===== src/rtl/sdw_pkg.sv =====
package sdw_pkg;

  typedef enum logic [2:0] {
    ST_IDLE,
    ST_DATA,
    ST_CRC,
    ST_END,
    ST_TURN,
    ST_TOK,
    ST_TAIL
  } rx_state_t;

  localparam logic [15:0] CRC16_POLY = 16'h1021;

  // one serial step of the data CRC, MSB-first
  function automatic logic [15:0] crc16_step(input logic [15:0] c, input logic b);
    logic fb;
    fb = c[15] ^ b;
    return {c[14:0], 1'b0} ^ (fb ? CRC16_POLY : 16'h0000);
  endfunction

endpackage


===== src/rtl/sdw_crc16.sv =====
module sdw_crc16 (
  input  logic clk,
  input  logic rst_n,
  input  logic clr,
  input  logic en,
  input  logic bit_in,
  output logic zero
);
  import sdw_pkg::*;

  logic [15:0] crc_q;

  always_ff @(posedge clk) begin
    if (!rst_n || clr) crc_q <= '0;
    else if (en)       crc_q <= crc16_step(crc_q, bit_in);
  end

  // remainder over data plus received CRC is zero when they match
  assign zero = (crc_q == 16'h0000);

endmodule


===== src/rtl/sdw_blk_queue.sv =====
module sdw_blk_queue #(
  parameter int BLK_BITS = 128,
  parameter int NSLOT    = 2,
  parameter int OCC_W    = $clog2(NSLOT + 1)
) (
  input  logic                clk,
  input  logic                rst_n,
  input  logic                push,
  input  logic [BLK_BITS-1:0] push_data,
  output logic                pg_valid,
  input  logic                pg_ready,
  output logic [BLK_BITS-1:0] pg_data,
  input  logic                pg_done,
  output logic [OCC_W-1:0]    occ
);
  localparam int PTR_W = (NSLOT > 1) ? $clog2(NSLOT) : 1;
  localparam logic [PTR_W-1:0] PTR_LAST = PTR_W'(NSLOT - 1);

  logic [PTR_W-1:0]    wr_ptr, rd_ptr;
  logic [OCC_W-1:0]    q_cnt;
  logic                inflight;
  logic                accept;
  logic [BLK_BITS-1:0] slot_q [NSLOT];

  function automatic logic [PTR_W-1:0] ptr_next(input logic [PTR_W-1:0] p);
    return (p == PTR_LAST) ? '0 : p + 1'b1;
  endfunction

  for (genvar g = 0; g < NSLOT; g++) begin : g_slot
    logic [BLK_BITS-1:0] q;
    always_ff @(posedge clk) begin
      if (push && (wr_ptr == PTR_W'(g))) q <= push_data;
    end
    assign slot_q[g] = q;
  end

  assign pg_valid = (q_cnt != '0) && !inflight;
  assign pg_data  = slot_q[rd_ptr];
  assign accept   = pg_valid && pg_ready;
  assign occ      = q_cnt + OCC_W'(inflight);

  always_ff @(posedge clk) begin
    if (!rst_n) begin
      wr_ptr   <= '0;
      rd_ptr   <= '0;
      q_cnt    <= '0;
      inflight <= 1'b0;
    end else begin
      if (push)   wr_ptr <= ptr_next(wr_ptr);
      if (accept) rd_ptr <= ptr_next(rd_ptr);
      q_cnt <= q_cnt + OCC_W'(push) - OCC_W'(accept);
      if (accept)       inflight <= 1'b1;
      else if (pg_done) inflight <= 1'b0;
    end
  end

endmodule


===== src/rtl/sdw_rx_fsm.sv =====
module sdw_rx_fsm #(
  parameter int BLK_BITS = 128
) (
  input  logic                clk,
  input  logic                rst_n,
  input  logic                sel,
  input  logic                dat_in,
  input  logic                wr_start,
  input  logic                stop_req,
  input  logic                pg_done,
  input  logic                pg_err,
  input  logic                occ_full,
  input  logic                occ_any,
  output logic                dat_oe,
  output logic                dat_out,
  output logic                push,
  output logic [BLK_BITS-1:0] push_data,
  output logic                in_write
);
  import sdw_pkg::*;

  localparam int CNT_W = $clog2((BLK_BITS > 16) ? BLK_BITS : 16);
  localparam logic [CNT_W-1:0] LAST_DATA = CNT_W'(BLK_BITS - 1);
  localparam logic [CNT_W-1:0] LAST_CRC  = CNT_W'(15);
  localparam logic [CNT_W-1:0] LAST_TURN = CNT_W'(1);
  localparam logic [CNT_W-1:0] LAST_TOK  = CNT_W'(4);
  localparam logic [CNT_W-1:0] LAST_TAIL = CNT_W'(3);

  rx_state_t           state;
  logic [CNT_W-1:0]    cnt;
  logic [BLK_BITS-1:0] shift_q;
  logic                err_lock, mute_q, good_q;
  logic                start_det, crc_en, crc_zero;
  logic                mute_now, busy_hold, tok_bit, in_frame;

  assign start_det = (state == ST_IDLE) && sel && in_write && !occ_full &&
                     !dat_in && !stop_req;
  assign crc_en    = (state == ST_DATA) || (state == ST_CRC);
  assign in_frame  = (state == ST_DATA) || (state == ST_CRC) || (state == ST_END) ||
                     (state == ST_TURN) || (state == ST_TOK);
  assign mute_now  = mute_q || err_lock;
  assign busy_hold = in_write ? occ_full : occ_any;

  sdw_crc16 u_crc (
    .clk    (clk),
    .rst_n  (rst_n),
    .clr    (start_det),
    .en     (crc_en),
    .bit_in (dat_in),
    .zero   (crc_zero)
  );

  always_comb begin
    unique case (cnt[2:0])
      3'd0:    tok_bit = 1'b0;
      3'd1:    tok_bit = !good_q;
      3'd2:    tok_bit = good_q;
      3'd3:    tok_bit = !good_q;
      default: tok_bit = 1'b1;
    endcase
  end

  always_ff @(posedge clk) begin
    if (!rst_n) begin
      state    <= ST_IDLE;
      cnt      <= '0;
      in_write <= 1'b0;
      err_lock <= 1'b0;
      mute_q   <= 1'b0;
      good_q   <= 1'b0;
      shift_q  <= '0;
    end else begin
      if (wr_start)      in_write <= 1'b1;
      else if (stop_req) in_write <= 1'b0;

      if (wr_start)                err_lock <= 1'b0;
      else if (pg_done && pg_err)  err_lock <= 1'b1;

      if (stop_req && in_frame) begin
        state <= ST_TAIL;
        cnt   <= '0;
      end else begin
        unique case (state)
          ST_IDLE: if (start_det) begin
            state  <= ST_DATA;
            cnt    <= '0;
            mute_q <= err_lock;
          end
          ST_DATA: begin
            shift_q <= {shift_q[BLK_BITS-2:0], dat_in};
            if (cnt == LAST_DATA) begin state <= ST_CRC; cnt <= '0; end
            else cnt <= cnt + 1'b1;
          end
          ST_CRC:
            if (cnt == LAST_CRC) begin state <= ST_END; cnt <= '0; end
            else cnt <= cnt + 1'b1;
          ST_END: begin
            good_q <= crc_zero && dat_in;
            state  <= ST_TURN;
            cnt    <= '0;
          end
          ST_TURN:
            if (cnt == LAST_TURN) begin state <= ST_TOK; cnt <= '0; end
            else cnt <= cnt + 1'b1;
          ST_TOK:
            if (cnt == LAST_TOK) begin state <= ST_IDLE; cnt <= '0; end
            else cnt <= cnt + 1'b1;
          ST_TAIL:
            if (cnt == LAST_TAIL) begin state <= ST_IDLE; cnt <= '0; end
            else cnt <= cnt + 1'b1;
          default: begin state <= ST_IDLE; cnt <= '0; end
        endcase
      end
    end
  end

  // commit only once the last token clock completes without a stop
  assign push      = (state == ST_TOK) && (cnt == LAST_TOK) && !stop_req &&
                     good_q && !mute_now;
  assign push_data = shift_q;

  assign dat_oe  = sel && (((state == ST_TOK) && !mute_now) ||
                           ((state == ST_IDLE) && busy_hold));
  assign dat_out = (state == ST_TOK) ? tok_bit : 1'b0;

endmodule


===== src/rtl/sdw_write_rx.sv =====
module sdw_write_rx #(
  parameter  int BLK_BYTES = 16,
  parameter  int NSLOT     = 2,
  localparam int BLK_BITS  = BLK_BYTES * 8
) (
  input  logic                clk,
  input  logic                rst_n,
  input  logic                sel,
  input  logic                wr_start,
  input  logic                stop_req,
  input  logic                dat_in,
  output logic                dat_oe,
  output logic                dat_out,
  output logic                pg_valid,
  input  logic                pg_ready,
  output logic [BLK_BITS-1:0] pg_data,
  input  logic                pg_done,
  input  logic                pg_err
);
  localparam int OCC_W = $clog2(NSLOT + 1);

  logic [OCC_W-1:0]    occ;
  logic                push, in_write, occ_full, occ_any;
  logic [BLK_BITS-1:0] push_data;

  assign occ_full = (occ == OCC_W'(NSLOT));
  assign occ_any  = (occ != '0);

  sdw_rx_fsm #(.BLK_BITS(BLK_BITS)) u_fsm (
    .clk       (clk),
    .rst_n     (rst_n),
    .sel       (sel),
    .dat_in    (dat_in),
    .wr_start  (wr_start),
    .stop_req  (stop_req),
    .pg_done   (pg_done),
    .pg_err    (pg_err),
    .occ_full  (occ_full),
    .occ_any   (occ_any),
    .dat_oe    (dat_oe),
    .dat_out   (dat_out),
    .push      (push),
    .push_data (push_data),
    .in_write  (in_write)
  );

  sdw_blk_queue #(.BLK_BITS(BLK_BITS), .NSLOT(NSLOT), .OCC_W(OCC_W)) u_queue (
    .clk       (clk),
    .rst_n     (rst_n),
    .push      (push),
    .push_data (push_data),
    .pg_valid  (pg_valid),
    .pg_ready  (pg_ready),
    .pg_data   (pg_data),
    .pg_done   (pg_done),
    .occ       (occ)
  );

endmodule


===== config.mk =====
export PLATFORM = sky130hd
export DESIGN_NAME = sdw_write_rx
export DESIGN_NICKNAME = d
export VERILOG_FILES = /design/src/rtl/sdw_pkg.sv /design/src/rtl/sdw_crc16.sv /design/src/rtl/sdw_blk_queue.sv /design/src/rtl/sdw_rx_fsm.sv /design/src/rtl/sdw_write_rx.sv
export SDC_FILE = /design/constraint.sdc
export NUM_CORES = 1
export LEC_CHECK = 0
export CORE_ASPECT_RATIO = 1.5
export CORE_MARGIN = 3
export CORE_UTILIZATION = 42
export CTS_BUF_LIST = sky130_fd_sc_hd__clkbuf_8
export DETAILED_ROUTE_END_ITERATION = 8
export GPL_TIMING_DRIVEN = 0
export PLACE_DENSITY_LB_ADDON = 0.12
export SYNTH_ARGS = -nofsm -noshare
export SYNTH_HDL_FRONTEND = slang
export SYNTH_SLANG_ARGS = --single-unit

===== constraint.sdc =====
create_clock -name clk -period 10.5 [get_ports clk]
set_input_delay 1.575 -clock clk [delete_from_list [all_inputs] [get_ports clk]]
set_output_delay 1.575 -clock clk [all_outputs]
set_load 0.02 [all_outputs]

==> run metrics, run 1 <==
status=finished, final reports clean; Worst slew margin=43.1%; register area share after synthesis=71.2%; worst hold stages=0; Critical path origin=u_queue.rd_ptr$_SDFFE_PN0P_; TritonCTS buffer count=60; combinational share of power=9.4%; H-tree lvl count=2; clk buf depth=3; vias in the first global route=9440; Final nets=1399; Static Leak=5.46 nW; synth unique cells=45; post-synth top area share=50.0%; post-CTS sizing=0; All-Layer GR Usage=15.6%; Synth Register Bits=419; async set-or-reset flop fraction in the synthesized netlist=0%; fillers=3171; crit-path leading delay family=buffers and inverters; VDD IR max=0.000117 V; Slew Limit Fails=0; clk_skew=0.0233 ns; Core Region=36100 sq um; clock period minus final worst setup slack=4.78 ns; Die H=240 um; cells along the critical path=clkbuf_1, clkbuf_1, mux2_2, clkdlybuf4s50_1; Storage cell area=11000 sq um; DR DRC count=0; DRT Pass-1 Iters=4; endpoints failing hold=0; Clk network pwr share=37.7%; Buf/Inv on CP=3; IO Pins=140; PwrDens=177 nW/um^2; initial antenna violation count=1; initial DRC count=351; # Max-Cap Violations=0; CTS tree=done; worst r2r path cells=8; max frequency=209 MHz; most common cell after layout, fill and taps aside=nand2_1; min-delay src=u_fsm.push_data[127]$_SDFFE_PN0P_; Worst Path Required=8.93 ns; routed vias/inst=4.85; Cells after Synth=1176; Hold Buf Count CTS=0; CP Data Arrival Time=3.20 ns; Clk pin slew, worst setup/hold paths=0.06 ns; NetSw=0.811 mW; WL/cell=15.8 um; global-route wire length before repair=48300 um; most frequent cells in the layout=nand2_1 (274), edfxtp_1 (256), dfxtp_1 (163); Final ANT Viol Nets=0; area occupied by multi-input gates=4140 sq um; layout cell share with drive strength beyond 1=15.7%; Net Count, Synth=1192; RD Place Congestion=0.779; Initial Util=42.7%; die span in x=162 um; CP endpoint kind=output pin; final core utilization=51.9%; Synth Cell Area=15400 sq um; Fin Setup TNS=0 ns; worst hold-check path type=reg2reg; IO buf count=139; internal power=2.50 mW; CP peak stage delay=0.65 ns; via count=9262; Clock Sinks=419; Levels on crit path=4; Post-synth top flop=edfxtp_1; leading area contributor after synthesis=edfxtp_1; RR Startpoint=u_fsm.cnt[4]$_SDFFE_PP0P_; row count=85; worst-skew pair later-pin latency=0.63 ns; setup violators final=0; startpoint types=register; Synth Warn #=0; Slowest cell on crit path=clkbuf_1; die area=39000 sq um; Synth area leaders=edfxtp_1 (50%), dfxtp_1 (21%), mux2_2 (9.4%); sw frac=24.5%; worst-margin pin slew=0.852 ns; Final HPWL DP=20300 um; crit-path max FO=10; CP Class=reg2out; synth-to-layout area growth=21.6%; Root Buffer=clkbuf_8; Post-CTS Setup Inserts=0; Seq pwr share=52.8%; final WL=30300 um; Post-Syn Area per Cell=13.1 sq um; largest net degree at the start of global routing=50; Final period util=45.5%; total grt overflow=0; number of flops mapped to enable cells by yosys=256; Worst path most repeated cell=clkbuf_1; RSZ-0062 raised after global routing=no
[synth_stat cells (all sizes together) (2+ instances only)]
cell type  instances
ha                 7
or2                2
nand2            274
clkbuf            59
a211oi             3
dfxtp            163
mux2             128
and2               5
nor4               6
xnor2              8
o21ai             10
nor2              34
edfxtp           256
nor2b              5
nor3              11
o22ai              2
and3               4
nand4              2
a21oi            143
mux2i             18
xor2               2
inv                9
nand2b             2
buf                7
[worst paths after layout]
check / to / slack [ns]
worst min register to register: u_queue.g_slot[1].q[127]$_DFFE_PP_ / 0.46
worst max register to register: u_queue.g_slot[0].q[24]$_DFFE_PP_ / 7.13
worst min-delay path: u_queue.g_slot[1].q[127]$_DFFE_PP_ / 0.46
worst max-delay path: pg_data[78] / 5.72
[state kept, by name, indices dropped and copies added (netlist names), 2 cells and up]
name,cells
u_fsm.state,3
u_fsm.u_crc.crc_q,16
u_fsm.push_data,128
u_queue.g_slot.q,256
u_fsm.cnt,7
u_queue.q_cnt,2
[metal layers]
metal / up-vias / GRT usage, % / wire length (um)
met5: - / 0 / 0
met4: 0 / 5.35 / 722
met3: 50 / 3.72 / 1410
met2: 167 / 28.6 / 16000
met1: 4452 / 17.8 / 12100
li1: 4593 / - / -
[final cells by class]
cell class | instances | share of cell area [%]
Sequential cell | 419 | 58.5
Multi-Input combinational cell | 682 | 22.1
Timing Repair Buffer | 145 | 8.16
Clock buffer | 67 | 4.93
Tap cell | 478 | 3.20
Clock inverter | 44 | 1.42
Buffer | 66 | 1.42
Inverter | 9 | 0.181
Antenna cell | 1 | 0.0134
[stage by stage]
stage          hold slack [ns]  std cells  area (sq um)  setup WS (ns)  total power [mW]
3_5_place_dp             0.450       1799         17500           5.87              2.11
5_1_grt                  0.472       1911         18700           5.53              3.47
3_3_place_gp             0.440       1793         17400          -2.85              2.10
4_1_cts                  0.449       1910         18700           5.57              3.37
6_report                 0.457       1911         18700           5.72              3.32
2_1_floorplan            0.425       1176         15400           2.15              2.01
[kinds of logic (layout without fill, tap and decap cells)]
kind of cell / after synthesis / count (layout) / synth area share, %
multiplexers: 146 / 146 / 10.5
AND/OR/NAND/NOR: 349 / 349 / 9.13
adder cells (fa/ha/maj): 7 / 7 / 0.569
buffers and inverters: 75 / 331 / 1.94
XOR/XNOR: 10 / 10 / 0.570
AO/OA/AOI/OAI: 170 / 170 / 6.04
other: 0 / 1 / 0
flip-flops: 419 / 419 / 71.2
[power by group through the flow]
stage               clock [mW]  combinational, mW  sequential, mW
floorplan                    0              0.230            1.78
global placement             0              0.317            1.79
detailed placement           0              0.318            1.79
CTS                       1.30              0.319            1.75
global route              1.37              0.346            1.75
finish                    1.25              0.313            1.75
No activity file was read; power rests on OpenSTA's default activity.
==> inputs of run 2 (changes only) <==
- clock period: 10.5 -> 4.5 ns (I/O delays scaled with it)
==> run 2 against run 1 <==
Against the previous run:
- highest routed layer unchanged
- via count increased by 0.14%
- global-route usage decreased by 0.36 points
- design area unchanged
- clock power increased by 130%
- power increased by 130%
- first-iteration DRC count decreased by 17%
- cell count about the same
- setup slack got worse by 5.0 ns
- largest power group unchanged
- non-clock buffer count increased by 1
- combinational power increased by 130%
==> run metrics, run 2 (synthesized netlist as in run 1, its figures left out) <==
status=finished, final reports clean; Hold Buf Count CTS=0 (unchanged); vias in the first global route=9257 (-1.9%); Slew Limit Fails=0 (unchanged); CTS tree=done; met3 Use GR=3.57% (-0.16 points); worst-margin pin slew=0.808 ns (-0.0439 ns); initial DRC count=291 (-17%); RR Startpoint=u_fsm.cnt[4]$_SDFFE_PP0P_; synth-to-layout area growth=21.6% (unchanged); r2r setup slk=1.06 ns (-6.07 ns); Critical path origin=u_queue.rd_ptr$_SDFFE_PN0P_; TritonCTS buffer count=60 (unchanged); total grt overflow=0 (unchanged); Final nets=1400 (+0.071%); most frequent cells in the layout=nand2_1 (274), edfxtp_1 (256), dfxtp_1 (163); Final period util=84.8%; Buf/Inv on CP=3 (unchanged); crit-path leading delay family=buffers and inverters; WL/cell=15.7 um (-0.76%); VDD IR max=0.000240 V (+110%); met2 usage=28.0% (-0.57 points); initial antenna violation count=1 (unchanged); DR DRC count=0 (unchanged); CP Class=reg2out; post-CTS sizing=0 (unchanged); setup violators final=0 (unchanged); Static Leak=5.45 nW (-0.17%); worst setup path endpoint=pg_data[79]; cells along the critical path=clkbuf_1, clkbuf_1, mux2_2, clkdlybuf4s50_1; Worst path most repeated cell=clkbuf_1; Root Buffer=clkbuf_8; Core Region=36100 sq um (unchanged); worst-skew pair later-pin latency=0.61 ns (-0.02 ns); Final ANT Viol Nets=0 (unchanged); via count=9275 (+0.14%); final WL=30000 um (-0.70%); fillers=3142 (-0.91%); IO Pins=140 (unchanged); Clk pin slew, worst setup/hold paths=0.06 ns (about the same); Clock Sinks=419 (unchanged); RSZ-0062 raised after global routing=no; clk_skew=0.0167 ns (-0.00654 ns); Slowest cell on crit path=clkbuf_1; All-Layer GR Usage=15.2% (-0.36 points); worst r2r path cells=9 (+1); die area=39000 sq um (unchanged); row count=85 (unchanged); Worst Path Required=3.83 ns (-5.10 ns); register with the most flip-flops=u_queue.g_slot.q; clk buf depth=3 (unchanged); Final HPWL DP=20200 um (-0.17%); clock period minus final worst setup slack=3.82 ns; WHS=0.457 ns (-0.000397 ns); max FFs per register=256 (unchanged); endpoints failing hold=0 (unchanged); M1 GR Usage=17.1% (-0.68 points); routed vias/inst=4.85 (about the same); DRT Pass-1 Iters=6 (+2); Worst slew margin=46.1% (+3.1 points); PwrDens=410 nW/um^2 (+130%); Levels on crit path=4 (unchanged); crit-path max FO=10 (unchanged); placed inst area=17500 sq um (+0.16%); CP peak stage delay=0.61 ns (-0.04 ns); Critical R2R Capture=u_queue.g_slot[0].q[82]$_DFFE_PP_; RD Place Congestion=0.786 (+0.94%); CP Data Arrival Time=3.14 ns (-0.06 ns); Die H=240 um (unchanged); post-layout instance area=18700 sq um (unchanged); CP endpoint kind=output pin; Layout Cells excl Fill=1912 (+0.052%); # Max-Cap Violations=0 (unchanged); die span in x=162 um (unchanged); Initial Util=42.7% (unchanged); IO buf count=139 (unchanged); layout cell share with drive strength beyond 1=16.3% (+0.62 points); startpoint types=register; H-tree lvl count=2 (unchanged); GR peak layer=met2; most common cell after layout, fill and taps aside=nand2_1; worst hold stages=0 (unchanged); largest net degree at the start of global routing=61 (+22%); max frequency=262 MHz; worst hold-check path type=reg2reg; global-route wire length before repair=47200 um (-2.3%); Post-CTS Setup Inserts=0 (unchanged); Placed Cells=1800 (+0.056%)
-- run 2: worst min path at each step --
stage	start	end	slack [ns]
after global routing	u_fsm.push_data[4]$_SDFFE_PN0P_	u_queue.g_slot[0].q[4]$_DFFE_PP_	0.49
after floorplan	u_fsm.push_data[127]$_SDFFE_PN0P_	u_queue.g_slot[0].q[127]$_DFFE_PP_	0.43
after global placement	u_fsm.push_data[127]$_SDFFE_PN0P_	u_queue.g_slot[1].q[127]$_DFFE_PP_	0.43
after CTS	u_fsm.push_data[127]$_SDFFE_PN0P_	u_queue.g_slot[1].q[127]$_DFFE_PP_	0.46
after detailed placement	u_fsm.push_data[127]$_SDFFE_PN0P_	u_queue.g_slot[1].q[127]$_DFFE_PP_	0.44
final	u_fsm.push_data[127]$_SDFFE_PN0P_	u_queue.g_slot[1].q[127]$_DFFE_PP_	0.46
-- run 2: layout make-up --
class	count	area, sq um	share of cell area (%)
flip-flops and latches	419	11000	58.5
plain buffers	66	265	1.42
repair buffers	146	1550	8.31
diodes	1	2.50	0.0134
clock buffers	66	908	4.86
inverters	9	33.8	0.181
well taps	478	598	3.20
clock inverters	45	253	1.35
multi-input cells	682	4140	22.1
-- run 2: worst reg2reg max path, stage by stage (launching register included) --
cell,delay (ns)
dfxtp_1,0.31
buf_6,0.13
or4_4,0.48
buf_6,0.15
nor3_1,0.41
and3_1,0.35
nor2b_4,0.61
buf_12,0.28
buf_12,0.23
buf_12,0.21
-- run 2: power breakdown --
part | internal, mW | switching (mW) | leakage, nW
Clock | 1.47 | 1.38 | 0.667
Combinational | 0.249 | 0.483 | 1.66
Sequential | 4.06 | 0.0281 | 3.13
Total | 5.78 | 1.89 | 5.45
-- run 2: per-stage QoR --
| stage | utilization, % | power [mW] | setup WS, ns | setup TNS, ns |
|---|---|---|---|---|
| after floorplan | - | 4.70 | 0.579 | 0 |
| after global placement | 48.2 | 4.91 | -1.34 | -263.57 |
| after detailed placement | 48.7 | 4.92 | 0.695 | 0 |
| after CTS | 51.9 | 7.80 | 0.518 | 0 |
| after global routing | 51.9 | 8.02 | 0.443 | 0 |
| final | 51.9 | 7.67 | 0.682 | 0 |
-- run 2: routing by layer --
layer / wire (um) / share of wire (%)
met1: 11900 / 40
met5: 0 / 0
met2: 15900 / 53
met4: 838 / 2.8
met3: 1420 / 4.7
